===== config.mk =====
export PLATFORM = sky130hd
export DESIGN_NAME = cs_gated_fanout_reg
export DESIGN_NICKNAME = d
export VERILOG_FILES = /design/src/rtl/cs_fanout_pkg.sv /design/src/rtl/rst_release_sync.sv /design/src/rtl/cs_gate_decode.sv /design/src/rtl/dup_reg_bank.sv /design/src/rtl/cs_gated_fanout_reg.sv
export SDC_FILE = /design/constraint.sdc
export NUM_CORES = 1
export LEC_CHECK = 0
export BUFFER_PORTS_ARGS = -buffer_cell sky130_fd_sc_hd__clkbuf_2
export CORE_ASPECT_RATIO = 0.8
export CORE_MARGIN = 2
export CORE_UTILIZATION = 45
export DETAILED_ROUTE_END_ITERATION = 6
export PLACE_DENSITY = 0.95
export RECOVER_POWER = 50
export SYNTH_ARGS = -nofsm -noshare
export SYNTH_HDL_FRONTEND = slang
export SYNTH_HIERARCHICAL = 1
export SYNTH_SLANG_ARGS = --single-unit

===== constraint.sdc =====
create_clock -name clk -period 1.9 [get_ports clk]
set_input_delay 0.19 -clock clk [delete_from_list [all_inputs] [get_ports clk]]
set_output_delay 0.19 -clock clk [all_outputs]
set_load 0.05 [all_outputs]

===== src/rtl/cs_fanout_pkg.sv =====
package cs_fanout_pkg;

   // How each A/B output pair is built.
   typedef enum logic [0:0] {
      COPY_SHARED   = 1'b0,  // one flop drives both copies
      COPY_SEPARATE = 1'b1   // one flop per copy
   } copy_mode_e;

   localparam int unsigned DEF_DATA_W = 22;
   localparam int unsigned DEF_CS_W   = 2;
   localparam int unsigned DEF_CKE_W  = 2;
   localparam int unsigned DEF_ODT_W  = 2;
   localparam int unsigned DEF_SYNC   = 2;

endpackage


===== src/rtl/rst_release_sync.sv =====
module rst_release_sync #(
   parameter int unsigned STAGES = 2
) (
   input  logic clk,
   input  logic rst_n,
   output logic rst_n_sync
);
   if (STAGES < 1) begin : g_bad_stages
      $error("rst_release_sync: STAGES must be at least 1");
   end

   logic [STAGES-1:0] chain_q;

   if (STAGES == 1) begin : g_single
      always_ff @(posedge clk or negedge rst_n) begin
         if (!rst_n) chain_q <= 1'b0;
         else        chain_q <= 1'b1;
      end
   end else begin : g_multi
      always_ff @(posedge clk or negedge rst_n) begin
         if (!rst_n) chain_q <= '0;
         else        chain_q <= {chain_q[STAGES-2:0], 1'b1};
      end
   end

   assign rst_n_sync = chain_q[STAGES-1];
endmodule


===== src/rtl/cs_gate_decode.sv =====
module cs_gate_decode #(
   parameter int unsigned CS_W = 2
) (
   input  logic            gate_en,
   input  logic [CS_W-1:0] cs_n,
   output logic            capture_en
);
   if (CS_W < 1) begin : g_bad_cs
      $error("cs_gate_decode: CS_W must be at least 1");
   end

   logic all_deselected;

   always_comb begin
      all_deselected = &cs_n;
      capture_en     = !(gate_en && all_deselected);
   end
endmodule


===== src/rtl/dup_reg_bank.sv =====
module dup_reg_bank
   import cs_fanout_pkg::*;
#(
   parameter int unsigned W         = 1,
   parameter copy_mode_e  COPY_MODE = COPY_SEPARATE
) (
   input  logic         clk,
   input  logic         rst_n,
   input  logic         en,
   input  logic [W-1:0] d,
   output logic [W-1:0] q_a,
   output logic [W-1:0] q_b
);
   if (W < 1) begin : g_bad_w
      $error("dup_reg_bank: W must be at least 1");
   end

   if (COPY_MODE == COPY_SEPARATE) begin : g_separate
      logic [W-1:0] a_q, b_q;
      always_ff @(posedge clk or negedge rst_n) begin
         if (!rst_n)  a_q <= '0;
         else if (en) a_q <= d;
      end
      always_ff @(posedge clk or negedge rst_n) begin
         if (!rst_n)  b_q <= '0;
         else if (en) b_q <= d;
      end
      assign q_a = a_q;
      assign q_b = b_q;
   end else begin : g_shared
      logic [W-1:0] s_q;
      always_ff @(posedge clk or negedge rst_n) begin
         if (!rst_n)  s_q <= '0;
         else if (en) s_q <= d;
      end
      assign q_a = s_q;
      assign q_b = s_q;
   end
endmodule


===== src/rtl/cs_gated_fanout_reg.sv =====
module cs_gated_fanout_reg
   import cs_fanout_pkg::*;
#(
   parameter int unsigned DATA_W          = DEF_DATA_W,
   parameter int unsigned CS_W            = DEF_CS_W,
   parameter int unsigned CKE_W           = DEF_CKE_W,
   parameter int unsigned ODT_W           = DEF_ODT_W,
   parameter int unsigned RST_SYNC_STAGES = DEF_SYNC,
   parameter copy_mode_e  COPY_MODE       = COPY_SEPARATE
) (
   input  logic              clk,
   input  logic              rst_n,
   input  logic              gate_en,
   input  logic [CS_W-1:0]   cs_n_in,
   input  logic [DATA_W-1:0] dat_in,
   input  logic [CKE_W-1:0]  cke_in,
   input  logic [ODT_W-1:0]  odt_in,
   output logic [DATA_W-1:0] dat_qa,
   output logic [DATA_W-1:0] dat_qb,
   output logic [CS_W-1:0]   cs_n_qa,
   output logic [CS_W-1:0]   cs_n_qb,
   output logic [CKE_W-1:0]  cke_qa,
   output logic [CKE_W-1:0]  cke_qb,
   output logic [ODT_W-1:0]  odt_qa,
   output logic [ODT_W-1:0]  odt_qb
);
   // Sideband (never gated) bits are banked together.
   localparam int unsigned SIDE_W = CS_W + CKE_W + ODT_W;

   if (DATA_W < 1 || CKE_W < 1 || ODT_W < 1) begin : g_bad_width
      $error("cs_gated_fanout_reg: all widths must be at least 1");
   end
   if (RST_SYNC_STAGES < 1) begin : g_bad_sync
      $error("cs_gated_fanout_reg: RST_SYNC_STAGES must be at least 1");
   end

   logic              rst_int_n;
   logic              dat_capture;
   logic [SIDE_W-1:0] side_d, side_qa, side_qb;

   rst_release_sync #(
      .STAGES (RST_SYNC_STAGES)
   ) u_rst_sync (
      .clk        (clk),
      .rst_n      (rst_n),
      .rst_n_sync (rst_int_n)
   );

   cs_gate_decode #(
      .CS_W (CS_W)
   ) u_gate (
      .gate_en    (gate_en),
      .cs_n       (cs_n_in),
      .capture_en (dat_capture)
   );

   dup_reg_bank #(
      .W         (DATA_W),
      .COPY_MODE (COPY_MODE)
   ) u_dat_bank (
      .clk   (clk),
      .rst_n (rst_int_n),
      .en    (dat_capture),
      .d     (dat_in),
      .q_a   (dat_qa),
      .q_b   (dat_qb)
   );

   assign side_d = {odt_in, cke_in, cs_n_in};

   dup_reg_bank #(
      .W         (SIDE_W),
      .COPY_MODE (COPY_MODE)
   ) u_side_bank (
      .clk   (clk),
      .rst_n (rst_int_n),
      .en    (1'b1),
      .d     (side_d),
      .q_a   (side_qa),
      .q_b   (side_qb)
   );

   assign cs_n_qa = side_qa[CS_W-1:0];
   assign cs_n_qb = side_qb[CS_W-1:0];
   assign cke_qa  = side_qa[CS_W +: CKE_W];
   assign cke_qb  = side_qb[CS_W +: CKE_W];
   assign odt_qa  = side_qa[CS_W+CKE_W +: ODT_W];
   assign odt_qb  = side_qb[CS_W+CKE_W +: ODT_W];
endmodule


# Yosys cells after proc, flatten, opt, wreduce, memory -nomap -nowiden
# Index checks and enable logic that the tools add are counted.
[totals] register_bits=30 out_inout_bits=56
[op_classes] n_reduce_logical=2
[op_table] cell="$reduce_and A2 Y1" count=1
[op_table] cell="$logic_and A1 B1 Y1" count=1

# Longest topological paths before layout
# Gate-level depths: netlist of the first run.
[depth] depth_word=2 ltp_mapped=3 depth_no_buf=2

# Modules after synthesis
# Netlist of the first run, hierarchy kept.
[modules_own_cells] module="dup_reg_bank at u_dat_bank" n_inst=1 cells_each=68 area_each_um2=985.9
[modules_own_cells] module="dup_reg_bank at u_side_bank" n_inst=1 cells_each=19 area_each_um2=296.5
[modules_own_cells] module="rst_release_sync" n_inst=1 cells_each=3 area_each_um2=53.8
[modules_own_cells] module="cs_gate_decode" n_inst=1 cells_each=1 area_each_um2=5.0
[modules_own_cells] module="cs_gated_fanout_reg" n_inst=1 cells_each=1 area_each_um2=3.8

# Worst setup path after synthesis of the first run
# No wires, ideal clock.
[synth_path] path_kind="reg-to-output" start="register, netlist name u_side_bank/q_a[2]" end="output cke_qb[0]" path_slack_ps=806 path_buffers=1 arrival_ps=904 path_stages_with_launch=2 cell_sequence="dfrtp_1 buf_4"
[synth_rtl] element="end: declaration" line_no="cs_gated_fanout_reg.sv:23" source="output logic [CKE_W-1:0] cke_qb,"

==> results of run 1 <==
through the flow:
| step | power [mW] | hold WS (ns) |
|---|---|---|
| floorplan | 1.22 | -0.106 |
| global placement | 1.28 | -0.0238 |
| detailed placement | 1.29 | -0.0235 |
| CTS | 1.78 | 0.143 |
| global route | 1.83 | 0.138 |
| finish | 1.74 | 0.147 |
synthesized netlist by cell type:
master    n  area share (%)
dfrtp_1  30              56
mux2_2   22              18
buf_6     3             2.5
nand3_1   1            0.37
mux2_4    6             6.7
conb_1    2            0.56
buf_4    28              16
per-layer routing:
layer	track usage [%]	routed length, um	part of all wire, %	up-vias
met5	0	0	0	-
met4	7.29	24	0.99	0
met3	3.83	171	7.0	2
met2	29.0	1380	57	45
met1	13.8	861	35	419
li1	-	-	-	404
repair_timing:
item                                   CTS  global route
setup endpoints to repair                0             0
setup buffers                            0             0
endpoints found under the hold margin    2             0
hold buffers                             1             0
how the worst max path moves through the flow:
stage	slack, ns	cells after the start	start	to
floorplan	0.81	1	u_side_bank/q_a[2]	cke_qb[0]
global placement	0.78	4	cs_n_in[0]	u_dat_bank/q_a[6]
detailed placement	0.74	4	cs_n_in[0]	u_dat_bank/q_a[9]
CTS	0.73	1	u_side_bank/q_a[2]	cke_qb[0]
global route	0.72	1	u_side_bank/q_a[2]	cke_qb[0]
finish	0.77	1	u_side_bank/q_a[2]	cke_qb[0]
power breakdown:
part           switching (mW)  leakage, nW  internal (mW)
registers              0.0354        0.350          0.689
clock network           0.197       0.0431          0.278
logic                   0.417        0.494          0.125
total                   0.650        0.887           1.09
layout make-up:
cell class              count  area (sq um)
repair buffers             89           449
clock buffers               6          82.6
flip-flops and latches     30           751
well taps                  38          47.5
fillers                   256          1140
multi-input cells          31           335
flip-flops by register name, summed over array words and instances, names as in the netlist:
register,flops
u_dat_bank/q_a,22
u_side_bank/q_a,6
u_rst_sync/chain_q,2
cells by family (layout without fill, tap and decap cells):
kind of cell  after synthesis  after routing  share of synthesized area (%)
buf+inv                    31             95                           18.1
flops                      30             30                           55.8
mux                        28             28                           25.1
other cells                 2              2                          0.558
simple gates                1              1                          0.372
==> results.json, run 1 <==
{
  "cp_data_arrival_time_ns": 0.94,
  "portBuffers": 86,
  "vias_per_cell": 4.48,
  "clock_sinks": 30,
  "ir_worst_vdd_uv": 469,
  "antenna_found_initial": 0,
  "grt_pass1_vias": 844,
  "overflow": 0,
  "worst_pin_slew_ns": 0.668,
  "drtAntennaViolNets": 0,
  "die_w_um": 65.1,
  "htreeDepth": 2,
  "placed_cell_area_sq_um": 1590,
  "whs_path_depth": 2,
  "clk_pin_slew_ns": 0.05,
  "syn-cell-area_sq_um": 1350,
  "place.gp.congestion": 0.594,
  "via_count": 870,
  "rr_startpoint": "u_rst_sync/chain_q[1]",
  "powerDensity_nw_per_um2": 1050,
  "diodes": 0,
  "start_kind": "flop",
  "drive_gt1_share_pct": 73.7,
  "period_minus_slack_ns": 1.13,
  "fin_worst_skew_ns": 0.00401,
  "hold_viol": 0,
  "hold_path.class": "input port to flop",
  "reg2regPathDepth": 1,
  "outcome": "complete, no violations",
  "final_common_cell": "clkbuf_2",
  "r2r-end": "u_side_bank/q_a[2]",
  "timing.max_cap.violations": 0,
  "fin_area_sq_um": 1670,
  "track_usage_pct": 14.5,
  "rrSetupSlack_ns": 1.11,
  "crit_type": "flop to output port",
  "yosysUniqueCellTypes": 7,
  "slew_headroom_pct": 55.5,
  "crit_fanout": 3,
  "min_from": "odt_in[0]",
  "route.detailed.drc": 0,
  "start_util_pct": 47.9,
  "setup_viol": 0,
  "yosys_warnings": 6,
  "critPathTopFamily": "flip-flops",
  "cts_buffer_depth": 2,
  "dp_cells": 187,
  "clk_latency_ns": 0.27,
  "drv_slew": 0,
  "leakage_nw": 0.887,
  "drt_iter0_markers": 8,
  "synth_seq_cells": 30,
  "critical_path_buf_inv_count": 1,
  "setup_ws_ns": 0.770,
  "required_ns": 1.71,
  "dpl_worst_slack_ns": 0.744,
  "crit_path_max_incr_delay_ns": 0.38,
  "instances_no_fill": 194,
  "dieArea_sq_um": 3450,
  "grt_max_degree": 29,
  "die_y_um": 52.9,
  "cts_tree": "yes",
  "fp.coreArea_sq_um": 2810,
  "yosysSeqAreaShare_pct": 55.8,
  "end_kind": "output port",
  "syn_to_final_growth_pct": 23.8,
  "cts_resized": 0,
  "crit_slowest_cell": "dfrtp_1",
  "cp_cell_sequence": "clkbuf_2",
  "fin_nets": 188,
  "fin_crit_sh_pct": 59.5,
  "hold_path_end": "u_side_bank/q_a[4]",
  "first_pass_iters": 4,
  "grt_pass1_wl_mm": 3.65,
  "setup_tns_ns": 0,
  "cts-root-buf": "clkbuf_8",
  "final_cell_mix": "clkbuf_2, dfrtp_1, mux2_2",
  "syn_nets": 123,
  "ios": 87,
  "avgSynthCellArea_sq_um": 14.6,
  "cts_made_buffers": 5,
  "synth_cells": 92,
  "row_count": 17,
  "max_freq_mhz": 885,
  "routed_wl_mm": 2.44,
  "wl_per_cell_um": 12.6,
  "rsz0062_at_grt": "false",
  "final_util_pct": 59.3
}
No activity file was read; power rests on OpenSTA's default activity.
==> run 2, diff against run 1 <==
- ABC_AREA: unset -> 1
- CORE_UTILIZATION: 45 -> 41
- PLACE_DENSITY: 0.95 -> 0.88
- clock period: 1.9 -> 1.15 ns (I/O delays scaled with it)
==> results.json, run 2 <==
{
  "outcome": "complete, no violations",
  "fin_crit_sh_pct": 93.3,
  "yosys.area.top_type": "dfrtp_1",
  "timing.max_cap.violations": 0,
  "setup_tns_ns": 0,
  "largest_reg_flops": 22,
  "yosys_warnings": 6,
  "clk_latency_ns": 0.27,
  "critPathTopFamily": "flip-flops",
  "period_minus_slack_ns": 1.07,
  "wl_per_cell_um": 9.71,
  "grt_pass1_wl_mm": 3.91,
  "row_count": 18,
  "crit_fanout": 3,
  "track_usage_pct": 15.1,
  "worst_pin_slew_ns": 0.642,
  "synth_flop_cell": "dfrtp_1",
  "rsz0062_at_grt": "false",
  "post-dp-hpwl_mm": 1.99,
  "avgSynthCellArea_sq_um": 8.83,
  "ir_worst_vdd_uv": 1060,
  "first_pass_iters": 4,
  "route.detailed.drc": 0,
  "rr_startpoint": "u_dat_bank/q_a[19]",
  "powerDensity_nw_per_um2": 1760,
  "fin_nets": 253,
  "top_layer": "met4",
  "final_util_pct": 55.8,
  "place.gp.congestion": 0.629,
  "portBuffers": 86,
  "hold_path.class": "input port to flop",
  "end_kind": "output port",
  "diodes": 0,
  "overflow": 0,
  "synth_common_cells": "nand2_1, buf_4, dfrtp_1",
  "ios": 87,
  "min_from": "dat_in[5]",
  "die_w_um": 67.8,
  "hold_path_end": "u_dat_bank/q_a[5]",
  "syn-cell-area_sq_um": 1330,
  "synth_seq_cells": 30,
  "drive_gt1_share_pct": 42.2,
  "crit_path_max_incr_delay_ns": 0.39,
  "max_freq_mhz": 932,
  "crit_slowest_cell": "dfrtp_1",
  "htreeDepth": 2,
  "crit_type": "flop to output port",
  "yosysUniqueCellTypes": 7,
  "met2_length_mm": 1.21,
  "cts_made_buffers": 5,
  "wl_met1_mm": 1.09,
  "drv_slew": 0,
  "syn_to_final_growth_pct": 29.1,
  "required_ns": 1.03,
  "yosysSeqAreaShare_pct": 56.3,
  "routed_wl_mm": 2.56,
  "die_y_um": 55.0,
  "synth_edf_count": 0,
  "dieArea_sq_um": 3730,
  "slew_headroom_pct": 57.1,
  "cts_resized": 0,
  "start_util_pct": 43.2,
  "cts-root-buf": "clkbuf_8",
  "cts_buffer_depth": 2,
  "hold_viol": 0,
  "vias_per_cell": 4.14,
  "cts_tree": "yes",
  "antenna_found_initial": 0,
  "netlist_top_cells_area": "dfrtp_1, nand2_1, buf_4",
  "grt_max_degree": 23,
  "cp_data_arrival_time_ns": 0.96,
  "fp.coreArea_sq_um": 3090,
  "yosysMostFrequentCell": "nand2_1",
  "routed-wl-met3_um": 222,
  "via_count": 1088,
  "synth_cells": 151,
  "final_cell_mix": "clkbuf_2, nand2_1, dfrtp_1",
  "r2r-end": "u_dat_bank/q_a[19]",
  "critical_path_buf_inv_count": 1,
  "whs_path_depth": 3,
  "grt_pass1_vias": 931,
  "fin_worst_skew_ns": 0.00196,
  "setup_viol": 0,
  "clk_pin_slew_ns": 0.06,
  "rrSetupSlack_ns": 0.49,
  "async_flop_share_pct": 100,
  "cp_cell_sequence": "clkbuf_2",
  "reg2regPathDepth": 2,
  "post_cts.repair.setup_buffers": 0,
  "start_kind": "flop",
  "hold_slack_ns": 0.0383,
  "leakage_nw": 1.06,
  "synth_top_area_share_pct": 56.3,
  "drt_iter0_markers": 44,
  "clock_sinks": 30,
  "drtAntennaViolNets": 0
}
run 2: metal layers:
layer,up-vias,global-route usage [%]
li1,553,-
met1,478,17.7
met2,50,24.5
met3,7,5.47
met4,0,8.00
met5,-,0
run 2: layout make-up:
cell class	instances	area (sq um)
multi-input cells	93	350
repair buffers	90	453
clock buffers	8	110
flip-flops and latches	30	751
fillers	307	1360
well taps	40	50.0
inverters	2	7.51
run 2: through the flow:
stage | power, mW | instance area, sq um | setup WS, ns | instances
floorplan | 1.99 | 1360 | 0.131 | 157
global placement | 2.10 | 1610 | 0.325 | 254
detailed placement | 2.11 | 1610 | 0.236 | 254
CTS | 3.08 | 1730 | 0.0559 | 263
global route | 3.19 | 1720 | 0.0215 | 263
finish | 3.04 | 1720 | 0.0771 | 263
run 2: cells by family (layout without fill, tap and decap cells):
kind of cell | after synthesis | count (layout) | synth area share (%)
buffers and inverters | 34 | 100 | 19.1
flip-flops | 30 | 30 | 56.3
other | 2 | 8 | 0.563
AND/OR/NAND/NOR | 85 | 85 | 24.0
run 2: how the worst max path moves through the flow:
stage                             startpoint                  to  slack (ns)  cells after the start
after CTS                 u_dat_bank/q_a[19]          dat_qb[19]        0.06                      1
after floorplan           u_side_bank/q_a[2]           cke_qb[0]        0.13                      1
after global placement            cs_n_in[0]   u_dat_bank/q_a[6]        0.32                      5
after detailed placement          cs_n_in[0]  u_dat_bank/q_a[14]        0.24                      5
final                     u_dat_bank/q_a[19]          dat_qb[19]        0.08                      1
after global routing      u_dat_bank/q_a[19]          dat_qa[19]        0.02                      1
run 2: tightest hold or removal path: stages:
cell and delay (ns):
clkbuf_2 0.07, nand2_1 0.04, nand2_1 0.05
run 2: what timing repair did:
action | 4_1_cts | 5_1_grt
hold endpoints to repair | 2 | 0
hold buffers | 1 | 0
endpoints found under the setup margin | 0 | 0
run 2: power by group:
| part | switching (mW) | internal [mW] |
|---|---|---|
| registers | 0.0600 | 1.14 |
| logic | 0.710 | 0.175 |
| clock network | 0.352 | 0.603 |
